**src/rtl/rdcal_pkg.sv**
```systemverilog
package rdcal_pkg;

    typedef enum logic [3:0] {
        ST_IDLE, ST_SLOW, ST_FILL, ST_REF, ST_CLR,
        ST_APPLY, ST_TEST, ST_JUDGE, ST_FAST, ST_DONE
    } cal_state_e;

    localparam logic [31:0] FILL_WORD = 32'hA5FF005A;
    localparam int          SAFE_DIV  = 4;

    // Byte k of the repeating fill word, least significant byte first.
    function automatic logic [7:0] fill_byte(input int k);
        return FILL_WORD[8*(k%4) +: 8];
    endfunction

endpackage

```
**src/rtl/rdcal_cand_map.sv**
```systemverilog
module rdcal_cand_map #(
    parameter int NCAND  = 12,
    parameter int STEPS  = 3,
    parameter int MODES  = 2,
    parameter int IW     = 4,
    parameter int MODE_W = 2,
    parameter int CNT_W  = 2,
    parameter int XD_W   = 2
) (
    input  logic [IW-1:0]     idx,
    output logic [MODE_W-1:0] mode,
    output logic [CNT_W-1:0]  cnt,
    output logic [XD_W-1:0]   xd
);
    localparam int GROUP = STEPS * MODES;

    // Index decomposes as xd*GROUP + mode*STEPS + cnt.
    always_comb begin
        cnt  = CNT_W'(int'(idx) % STEPS);
        mode = MODE_W'((int'(idx) / STEPS) % MODES);
        xd   = XD_W'(int'(idx) / GROUP);
    end
endmodule

```
**src/rtl/rdcal_run_track.sv**
```systemverilog
module rdcal_run_track #(
    parameter int NCAND       = 12,
    parameter int IW          = 4,
    parameter int MIN_RUN     = 2,
    parameter int MAX_RUN     = 6,
    parameter int DEFAULT_IDX = 5
) (
    input  logic          clk,
    input  logic          rst_n,
    input  logic          clr,
    input  logic          step,
    input  logic          pass,
    input  logic [IW-1:0] idx,
    output logic [IW-1:0] chosen
);
    localparam int LW = $clog2(NCAND + 1);

    logic [LW-1:0] run_q, blen_q, run_nx;
    logic [IW-1:0] bend_q;

    assign run_nx = run_q + LW'(1);

    always_ff @(posedge clk or negedge rst_n) begin
        if (!rst_n) begin
            run_q  <= '0;
            blen_q <= '0;
            bend_q <= '0;
        end else if (clr) begin
            run_q  <= '0;
            blen_q <= '0;
            bend_q <= '0;
        end else if (step) begin
            if (pass) begin
                run_q <= run_nx;
                // strict compare keeps the earliest run of a given length
                if (run_nx > blen_q) begin
                    blen_q <= run_nx;
                    bend_q <= idx;
                end
            end else begin
                run_q <= '0;
            end
        end
    end

    always_comb begin
        if (int'(blen_q) >= MIN_RUN && int'(blen_q) <= MAX_RUN)
            chosen = IW'(int'(bend_q) - int'(blen_q) / 2);
        else
            chosen = IW'(DEFAULT_IDX);
    end
endmodule

```
**src/rtl/rdcal_ref_buf.sv**
```systemverilog
module rdcal_ref_buf #(
    parameter int TLEN = 8,
    parameter int BW   = 3
) (
    input  logic          clk,
    input  logic          wr_en,
    input  logic [BW-1:0] wr_idx,
    input  logic [7:0]    wr_data,
    input  logic [BW-1:0] rd_idx,
    input  logic [7:0]    rd_data,
    output logic          match
);
    logic [7:0] ref_q [TLEN];

    always_ff @(posedge clk) begin
        if (wr_en) ref_q[wr_idx] <= wr_data;
    end

    assign match = (ref_q[rd_idx] == rd_data);
endmodule

```
**src/rtl/rdcal_seq.sv**
```systemverilog
module rdcal_seq
    import rdcal_pkg::*;
#(
    parameter int NCAND       = 12,
    parameter int STEPS       = 3,
    parameter int MODES       = 2,
    parameter int MODE_W      = 2,
    parameter int CNT_W       = 2,
    parameter int XD_W        = 2,
    parameter int TLEN        = 8,
    parameter int AW          = 16,
    parameter int BASE        = 'h40,
    parameter int DIV_W       = 4,
    parameter int TGT_DIV     = 2,
    parameter int MIN_RUN     = 2,
    parameter int MAX_RUN     = 6,
    parameter int DEFAULT_IDX = 5,
    localparam int IW         = $clog2(NCAND),
    localparam int BW         = $clog2(TLEN)
) (
    input  logic              clk,
    input  logic              rst_n,
    input  logic              start,
    input  logic              writable,
    output logic              mem_req,
    output logic              mem_we,
    output logic [AW-1:0]     mem_addr,
    output logic [7:0]        mem_wdata,
    input  logic              mem_ack,
    input  logic [7:0]        mem_rdata,
    output logic              core_sel,
    output logic [DIV_W-1:0]  clk_div,
    output logic [MODE_W-1:0] dly_mode,
    output logic [CNT_W-1:0]  dly_cnt,
    output logic [XD_W-1:0]   xdummy,
    output logic              var_dummy_en,
    output logic              busy,
    output logic              done,
    output logic [IW-1:0]     best_idx,
    output logic [NCAND-1:0]  pass_vec
);
    cal_state_e state_q, state_nx;

    logic [BW-1:0]    bidx_q;
    logic [IW-1:0]    cand_q, best_q, chosen, fld_idx;
    logic             mis_q, have_cal_q, match;
    logic [NCAND-1:0] pass_q;
    logic             beat, last_byte, last_cand;
    logic [MODE_W-1:0] map_mode;
    logic [CNT_W-1:0]  map_cnt;
    logic [XD_W-1:0]   map_xd;
    logic             in_slow, in_sweep;

    assign beat      = mem_req && mem_ack;
    assign last_byte = (bidx_q == BW'(TLEN - 1));
    assign last_cand = (cand_q == IW'(NCAND - 1));
    assign in_slow   = (state_q == ST_SLOW) || (state_q == ST_FILL) || (state_q == ST_REF);
    assign in_sweep  = (state_q == ST_APPLY) || (state_q == ST_TEST) || (state_q == ST_JUDGE);

    rdcal_cand_map #(
        .NCAND(NCAND), .STEPS(STEPS), .MODES(MODES), .IW(IW),
        .MODE_W(MODE_W), .CNT_W(CNT_W), .XD_W(XD_W)
    ) u_map (
        .idx(fld_idx), .mode(map_mode), .cnt(map_cnt), .xd(map_xd)
    );

    rdcal_run_track #(
        .NCAND(NCAND), .IW(IW), .MIN_RUN(MIN_RUN),
        .MAX_RUN(MAX_RUN), .DEFAULT_IDX(DEFAULT_IDX)
    ) u_track (
        .clk(clk), .rst_n(rst_n),
        .clr(state_q == ST_CLR), .step(state_q == ST_JUDGE),
        .pass(!mis_q), .idx(cand_q), .chosen(chosen)
    );

    rdcal_ref_buf #(.TLEN(TLEN), .BW(BW)) u_ref (
        .clk(clk),
        .wr_en(beat && in_slow),
        .wr_idx(bidx_q),
        .wr_data((state_q == ST_FILL) ? fill_byte(int'(bidx_q)) : mem_rdata),
        .rd_idx(bidx_q),
        .rd_data(mem_rdata),
        .match(match)
    );

    // State register
    always_ff @(posedge clk or negedge rst_n) begin
        if (!rst_n) state_q <= ST_IDLE;
        else        state_q <= state_nx;
    end

    // Transitions
    always_comb begin
        state_nx = state_q;
        unique case (state_q)
            ST_IDLE:  if (start) state_nx = ST_SLOW;
            ST_SLOW:  state_nx = writable ? ST_FILL : ST_REF;
            ST_FILL,
            ST_REF:   if (beat && last_byte) state_nx = ST_CLR;
            ST_CLR:   state_nx = ST_APPLY;
            ST_APPLY: state_nx = ST_TEST;
            ST_TEST:  if (beat && last_byte) state_nx = ST_JUDGE;
            ST_JUDGE: state_nx = last_cand ? ST_FAST : ST_APPLY;
            ST_FAST:  state_nx = ST_DONE;
            ST_DONE:  state_nx = ST_IDLE;
            default:  state_nx = ST_IDLE;
        endcase
    end

    // Sweep datapath
    always_ff @(posedge clk or negedge rst_n) begin
        if (!rst_n) begin
            bidx_q     <= '0;
            cand_q     <= '0;
            best_q     <= '0;
            mis_q      <= 1'b0;
            have_cal_q <= 1'b0;
            pass_q     <= '0;
        end else begin
            unique case (state_q)
                ST_SLOW:  bidx_q <= '0;
                ST_FILL,
                ST_REF:   if (beat) bidx_q <= last_byte ? '0 : bidx_q + BW'(1);
                ST_CLR: begin
                    pass_q <= '0;
                    cand_q <= '0;
                end
                ST_APPLY: begin
                    bidx_q <= '0;
                    mis_q  <= 1'b0;
                end
                ST_TEST: if (beat) begin
                    bidx_q <= last_byte ? '0 : bidx_q + BW'(1);
                    if (!match) mis_q <= 1'b1;
                end
                ST_JUDGE: begin
                    pass_q[cand_q] <= !mis_q;
                    if (!last_cand) cand_q <= cand_q + IW'(1);
                end
                ST_FAST: begin
                    best_q     <= chosen;
                    have_cal_q <= 1'b1;
                end
                default: ;
            endcase
        end
    end

    // Outputs
    always_comb begin
        fld_idx      = in_sweep ? cand_q : best_q;
        busy         = (state_q != ST_IDLE) && (state_q != ST_DONE);
        done         = (state_q == ST_DONE);
        var_dummy_en = !busy;
        core_sel     = !in_slow;
        clk_div      = in_slow ? DIV_W'(SAFE_DIV) : DIV_W'(TGT_DIV);
        mem_req      = (state_q == ST_FILL) || (state_q == ST_REF) || (state_q == ST_TEST);
        mem_we       = (state_q == ST_FILL);
        mem_addr     = AW'(BASE) + AW'(bidx_q);
        mem_wdata    = mem_we ? fill_byte(int'(bidx_q)) : 8'h00;
        best_idx     = best_q;
        pass_vec     = pass_q;
        if (in_sweep || (have_cal_q && !in_slow && state_q != ST_CLR)) begin
            dly_mode = map_mode;
            dly_cnt  = map_cnt;
            xdummy   = map_xd;
        end else begin
            dly_mode = '0;
            dly_cnt  = '0;
            xdummy   = '0;
        end
    end
endmodule

```
**config.mk**
```make
export PLATFORM = sky130hd
export DESIGN_NAME = rdcal_seq
export DESIGN_NICKNAME = d
export VERILOG_FILES = /design/src/rtl/rdcal_pkg.sv /design/src/rtl/rdcal_cand_map.sv /design/src/rtl/rdcal_run_track.sv /design/src/rtl/rdcal_ref_buf.sv /design/src/rtl/rdcal_seq.sv
export SDC_FILE = /design/constraint.sdc
export NUM_CORES = 1
export LEC_CHECK = 0
export ABC_CLOCK_PERIOD_IN_PS = 7500
export BUFFER_PORTS_ARGS = -buffer_cell sky130_fd_sc_hd__clkbuf_2
export CAP_MARGIN = 25
export CORE_ASPECT_RATIO = 1.5
export CORE_UTILIZATION = 47
export CTS_CLUSTER_DIAMETER = 150
export DETAILED_ROUTE_END_ITERATION = 8
export GPL_ROUTABILITY_DRIVEN = 0
export GPL_TIMING_DRIVEN = 0
export PLACE_DENSITY_LB_ADDON = 0.1
export SLEW_MARGIN = 10
export SYNTH_ARGS = -nofsm -noshare
export SYNTH_HDL_FRONTEND = slang
export SYNTH_SLANG_ARGS = --single-unit
```
**constraint.sdc**
```tcl
create_clock -name clk -period 7.5 [get_ports clk]
set_clock_uncertainty 0.1 [all_clocks]
set_input_delay 0.75 -clock clk [delete_from_list [all_inputs] [get_ports clk]]
set_output_delay 0.75 -clock clk [all_outputs]
set_load 0.1 [all_outputs]
```
==> results of run 1 <==
[critical path: stages, from the launching register on]
cell and delay, ps:
dfrtp_1 370, buf_2 180, nand2b_4 170, nor2_4 190, mux2_2 400, ha_1 230
a211oi_2 280, nor2_1 90, a21o_1 160, ha_1 200, or3_1 370, a21oi_1 150
clkbuf_2 470
[final cells by class]
class / instances / share of cell area
sequential: 105 / 0.483
clock buffer: 9 / 0.0369
tap: 147 / 0.0302
timing repair buffer: 54 / 0.0472
inverter: 20 / 0.0123
clock inverter: 6 / 0.0103
buffer: 42 / 0.0439
multi-input combinational: 290 / 0.336
[Yosys cell counts, drive strengths merged (4+ instances only)]
cell	number	area (µm²)
edfxtp	64	1920
nand2	46	173
dfrtp	41	1030
nor2	33	134
buf	32	230
o21ai	24	120
nand3	21	105
a21oi	20	111
inv	20	75.1
ha	17	213
mux4	15	338
mux2i	13	130
nor3	12	60.1
clkbuf	10	37.5
xnor2	10	87.6
a21o	8	60.1
nand2b	8	57.6
a211oi	4	35.0
xor2	4	35.0
[path summary, 6_finish.rpt]
check	start	end	slack [ps]
min reg2reg	have_cal_q	have_cal_q	380
max	state_q[3]	dly_cnt[0]	3030
min	rst_n	state_q[0]	260
max reg2reg	u_track.run_q[0]	u_track.bend_q[2]	4730
max in group asynchronous	rst_n	pass_vec[0]	6530
min in group clk	have_cal_q	have_cal_q	380
[logic make-up after synthesis]
logic type,count (synthesis),synth area share
fa+ha+maj,18,0.0441
simple gates,139,0.126
buf+inv,62,0.0650
other cells,2,0.00142
mux,30,0.0937
flops,105,0.559
compound gates,73,0.0878
xor+xnor,14,0.0232
[registers in the layout, summed over array words and instances, names as in the netlist]
register,flops
have_cal_q,1
mis_q,1
cand_q,4
bidx_q,3
u_track.run_q,4
u_track.bend_q,4
u_ref.ref_q,64
best_idx,4
state_q,4
pass_vec,12
u_track.blen_q,4
[through the flow]
stage	hold slack [ps]	util	power [µW]	area (µm²)	worst slack, ps
after floorplan	335	-	1750	5330	1870
after global placement	357	0.525	1960	5770	3430
after detailed placement	365	0.528	1980	5810	3380
after global routing	285	0.554	2540	6100	2810
final	260	0.554	2410	6100	3030
after CTS	263	0.554	2440	6100	2990
[metal layers]
layer / up-vias / wire length [µm] / global-route usage / share of wire
li1: 1710 / - / - / -
met2: 73 / 6260 / 0.385 / 0.56
met5: - / 0 / 0 / 0
met1: 1728 / 4430 / 0.237 / 0.40
met4: 0 / 134 / 0.0672 / 0.012
met3: 14 / 283 / 0.0232 / 0.025
[placed cells by master, fill, tap and decap left out, drive strengths merged, types with 2 or more instances in the layout]
master   count
a211oi       4
a21o         8
a21oi       20
a22oi        2
a2bb2oi      2
a31oi        2
buf         34
clkbuf      71
clkinv       3
conb        16
dfrtp       41
edfxtp      64
ha          17
inv         23
mux2         2
mux2i       13
mux4        15
nand2       46
nand2b       8
nand3       21
nand4        2
nor2        33
nor2b        3
nor3        12
nor3b        2
nor4         3
o21a         3
o21ai       24
or2          3
xnor2       10
xor2         4
[power groups by stage]
stage | Clock [µW] | Sequential (µW) | Combinational (µW)
after floorplan | 0 | 900 | 852
after global placement | 0 | 818 | 1140
after detailed placement | 0 | 821 | 1160
after CTS | 463 | 809 | 1160
after global routing | 478 | 818 | 1240
final | 452 | 808 | 1150
==> summary.md, run 1 <==
| Metric | Value |
|---|---|
| Run status | `finished clean` |
| Per-cell routed wire length | `16.5 µm` |
| Cts repair resizes | `0` |
| Setup_tns | `0 ps` |
| DR iter-0 viols | `121` |
| Max-Cap Viols | `0` |
| IO buf count | `52` |
| Final setup viols | `0` |
| Mapped cell area | `5280 µm²` |
| Startpoint Class | `flop` |
| Clk Latency, worst-skew pair | `340 ps` |
| DRC errors left | `0` |
| Critical Path AT | `3620 ps` |
| Worst-Margin Slew | `980 ps` |
| Starting density of the core | `0.480` |
| Multi-input gate area | `2050 µm²` |
| Die Span Y | `132 µm` |
| Initial antenna violation count | `0` |
| CTS Hold Bufs | `0` |
| Htree depth | `3` |
| Clock root buffer | `clkbuf_16` |
| Netlist cell types | `57` |
| Req. time, crit path | `6650 ps` |
| Placement Rows | `47` |
| Detailed-route wire length | `11100 µm` |
| Final period utilization | `0.596` |
| Crit. End Element | `output port` |
| Total track usage | `0.206` |
| # nets final | `553` |
| Die width | `88.5 µm` |
| Hold WC Path Type | `in2async` |
| Post-Place Cells | `658` |
| Filler cells | `949` |
| DP Wirelength | `8310 µm` |
| Drt pass-1 iters | `4` |
| RSZ-0062 raised after global routing | `false` |
| Worst-path fanout max | `8` |
| Net Sw Frac | `0.459` |
| Largest net degree at the start of global routing | `26` |
| P per Cell Area | `396 nW/µm²` |
| Comb power frac | `0.478` |
| Overflow after GRT | `0` |
| # IOs | `69` |
| First-pass GRT wire length | `17900 µm` |
| Final Slew Violations | `0` |
| Syn Inst Count | `443` |
| EDFF count, synth | `64` |
| Via/cell ratio | `5.24` |
| Register area share after synthesis | `0.559` |
| Antenna-violating nets left | `0` |
| N_diodes | `0` |
| Storage cell area | `2950 µm²` |
| Worst-path clk slew | `70 ps` |
| Hold Fails Final Rpt | `0` |
| # Post-CTS Setup Buffers | `0` |
| Share of cells above drive strength 1 | `0.240` |
| Psw | `1110 µW` |
| CTS tree | `built` |
| Vias in the first global route | `3479` |
| Core Footprint | `11000 µm²` |
| Vias after detailed routing | `3525` |
| Post-synth top flop | `edfxtp_1` |
| Cts bufs inserted | `9` |
| Post-synthesis register bit count | `105` |
| CTS Sinks | `105` |
| Async SR Flop Fraction | `0.390` |
| Synth warn | `0` |
| Worst R2R Path Depth | `9` |
| F_max | `224 MHz` |
| Finished Layout Cells | `673` |
| Seq pwr share | `0.335` |
| Clock power frac | `0.187` |
| Syn-to-layout area delta | `15.6%` |
| Die footprint | `11700 µm²` |
| Lkg Pwr | `0.00257 µW` |
| Maximum VDD drop | `0.446 mV` |
| Int Power | `1310 µW` |
| Avg Synthesized Cell Area | `11.9 µm²` |
| Setup CP Type | `reg2out` |
| Crit path time final | `4470 ps` |
| Relative slew slack | `0.344` |
| Clock tree buffer depth | `2` |
No activity file was read; power rests on OpenSTA's default activity.
==> inputs of run 2 (changes only) <==
Settings changed: ABC_CLOCK_PERIOD_IN_PS 7500 to 4500.
Clock period 7.5 ns to 4.5 ns, I/O delays scaled along.
==> run 2 against run 1 <==
Flip-flop and latch count unchanged. Die area unchanged. Routed wire length up 0.23%. First-iteration DRC count down 3.3%. Non-clock buffer count unchanged. Combinational power up 68%. Worst setup slack worse by 2700 ps. Global-route usage down 0.073 points. Final cell count up 0.15%. Critical endpoint unchanged. Largest cell class unchanged.
==> summary.md, run 2 (synthesis results as in run 1) <==
| Metric | Value |
|---|---|
| CP most frequent cell | `ha_1` |
| Relative slew slack | `0.356` |
| Clock root buffer | `clkbuf_16` |
| Setup_tns | `0 ps` |
| Lkg Pwr | `0.00256 µW` |
| CP peak stage delay | `460 ps` |
| F_max | `237 MHz` |
| Tot Pwr | `4040 µW` |
| Final period utilization | `0.937` |
| Clk Latency, worst-skew pair | `350 ps` |
| Overflow after GRT | `0` |
| CP delay by family, top | `simple AND/OR/NAND/NOR gates` |
| # IOs | `69` |
| Most frequent cells in the layout | `edfxtp_1, clkbuf_2, nand2_1, dfrtp_1, nor2_1` |
| Startpoint Class | `flop` |
| Detailed-route wire length | `11100 µm` |
| Crit path cell chain | `buf_2 > nand2b_4 > nor2_4 > mux2_2 > ha_1 > a211oi_2 > nor2_1 > a21o_1 > ha_1 > or3_1 > a21oi_2 > clkbuf_2` |
| First-pass GRT wire length | `17800 µm` |
| # nets final | `553` |
| Vias after detailed routing | `3517` |
| Vias in the first global route | `3516` |
| Run status | `finished clean` |
| Per-cell routed wire length | `16.5 µm` |
| Clock tree buffer depth | `2` |
| Antenna-violating nets left | `0` |
| Cts bufs inserted | `9` |
| Crit path buf inv count | `2` |
| Filler cells | `985` |
| Worst-path clk slew | `70 ps` |
| CTS tree | `built` |
| Die Span Y | `132 µm` |
| Final setup viols | `0` |
| Worst-path fanout max | `8` |
| Via/cell ratio | `5.22` |
| # Post-CTS Setup Buffers | `0` |
| Hold Fails Final Rpt | `0` |
| IO buf count | `52` |
| Final Slew Violations | `0` |
| Req. time, crit path | `3950 ps` |
| Critical Path AT | `3660 ps` |
| Biggest register | `u_ref.ref_q` |
| Die footprint | `11700 µm²` |
| Setup CP Type | `reg2out` |
| Die width | `88.5 µm` |
| DP Wirelength | `8220 µm` |
| Final core occ | `0.556` |
| Worst-Margin Slew | `962 ps` |
| Maximum VDD drop | `0.835 mV` |
| P per Cell Area | `660 nW/µm²` |
| Placement Rows | `47` |
| Starting density of the core | `0.480` |
| DRC errors left | `0` |
| Crit path time final | `4210 ps` |
| Max reg flops | `64` |
| Max-Cap Viols | `0` |
| Core Footprint | `11000 µm²` |
| N_diodes | `0` |
| Slowest CP cell | `clkbuf_2` |
| Crit. End Element | `output port` |
| Drt pass-1 iters | `4` |
| RSZ-0062 raised after global routing | `false` |
| Commonest non-fill, non-tap cell in the layout | `edfxtp_1` |
| Syn-to-layout area delta | `15.9%` |
| Total track usage | `0.205` |
| DR iter-0 viols | `117` |
| Largest net degree at the start of global routing | `25` |
| CTS Sinks | `105` |
| Cts repair resizes | `0` |
| Share of cells above drive strength 1 | `0.241` |
| Htree depth | `3` |
| Hold WC Path Type | `reg2reg` |
| Initial antenna violation count | `0` |
| CTS Hold Bufs | `1` |
## run 2: worst register-to-register path: stages, from the launching register on
cell,delay (ps)
dfrtp_1,440
ha_1,360
ha_1,300
nor2b_1,140
o21a_1,170
o21a_1,160
o211ai_1,400
clkbuf_1,370
a211oi_1,150
## run 2: layer usage
metal | part of all wire | global-route usage | wire length (µm) | up-vias
li1 | - | - | - | 1711
met2 | 0.56 | 0.384 | 6270 | 80
met1 | 0.38 | 0.224 | 4270 | 1706
met4 | 0.023 | 0.0860 | 261 | 0
met3 | 0.029 | 0.0269 | 328 | 20
met5 | 0 | 0 | 0 | -
## run 2: through the flow
stage	cells	hold WS, ps	setup WS, ps	area [µm²]
after floorplan	457	54.4	120	5340
after global placement	656	357	729	5780
after detailed placement	657	364	669	5820
after CTS	674	381	282	6120
after global routing	674	418	44.8	6120
final	674	372	285	6120
## run 2: final timing paths
check	start	end	slack (ps)	depth (start not counted)
min in group asynchronous	rst_n	state_q[0]	520	2
max in group asynchronous	rst_n	pass_vec[9]	3270	3
setup reg to reg	u_track.run_q[0]	u_track.blen_q[2]	1770	8
setup / recovery	state_q[3]	dly_cnt[0]	290	12
hold reg to reg	have_cal_q	have_cal_q	370	1
hold / removal	have_cal_q	have_cal_q	370	1
## run 2: cell type report
cell class / count / area [µm²] / share of cell area
clock inverter: 6 / 58.8 / 0.00962
timing repair buffer: 54 / 298 / 0.0487
sequential: 105 / 2950 / 0.482
tap: 147 / 184 / 0.0301
inverter: 20 / 75.1 / 0.0123
multi-input combinational: 290 / 2060 / 0.336
buffer: 42 / 268 / 0.0438
clock buffer: 10 / 229 / 0.0374
## run 2: power breakdown
| group | switching, µW | internal (µW) |
|---|---|---|
| Clock | 366 | 388 |
| Combinational | 1400 | 537 |
| Sequential | 98.1 | 1250 |
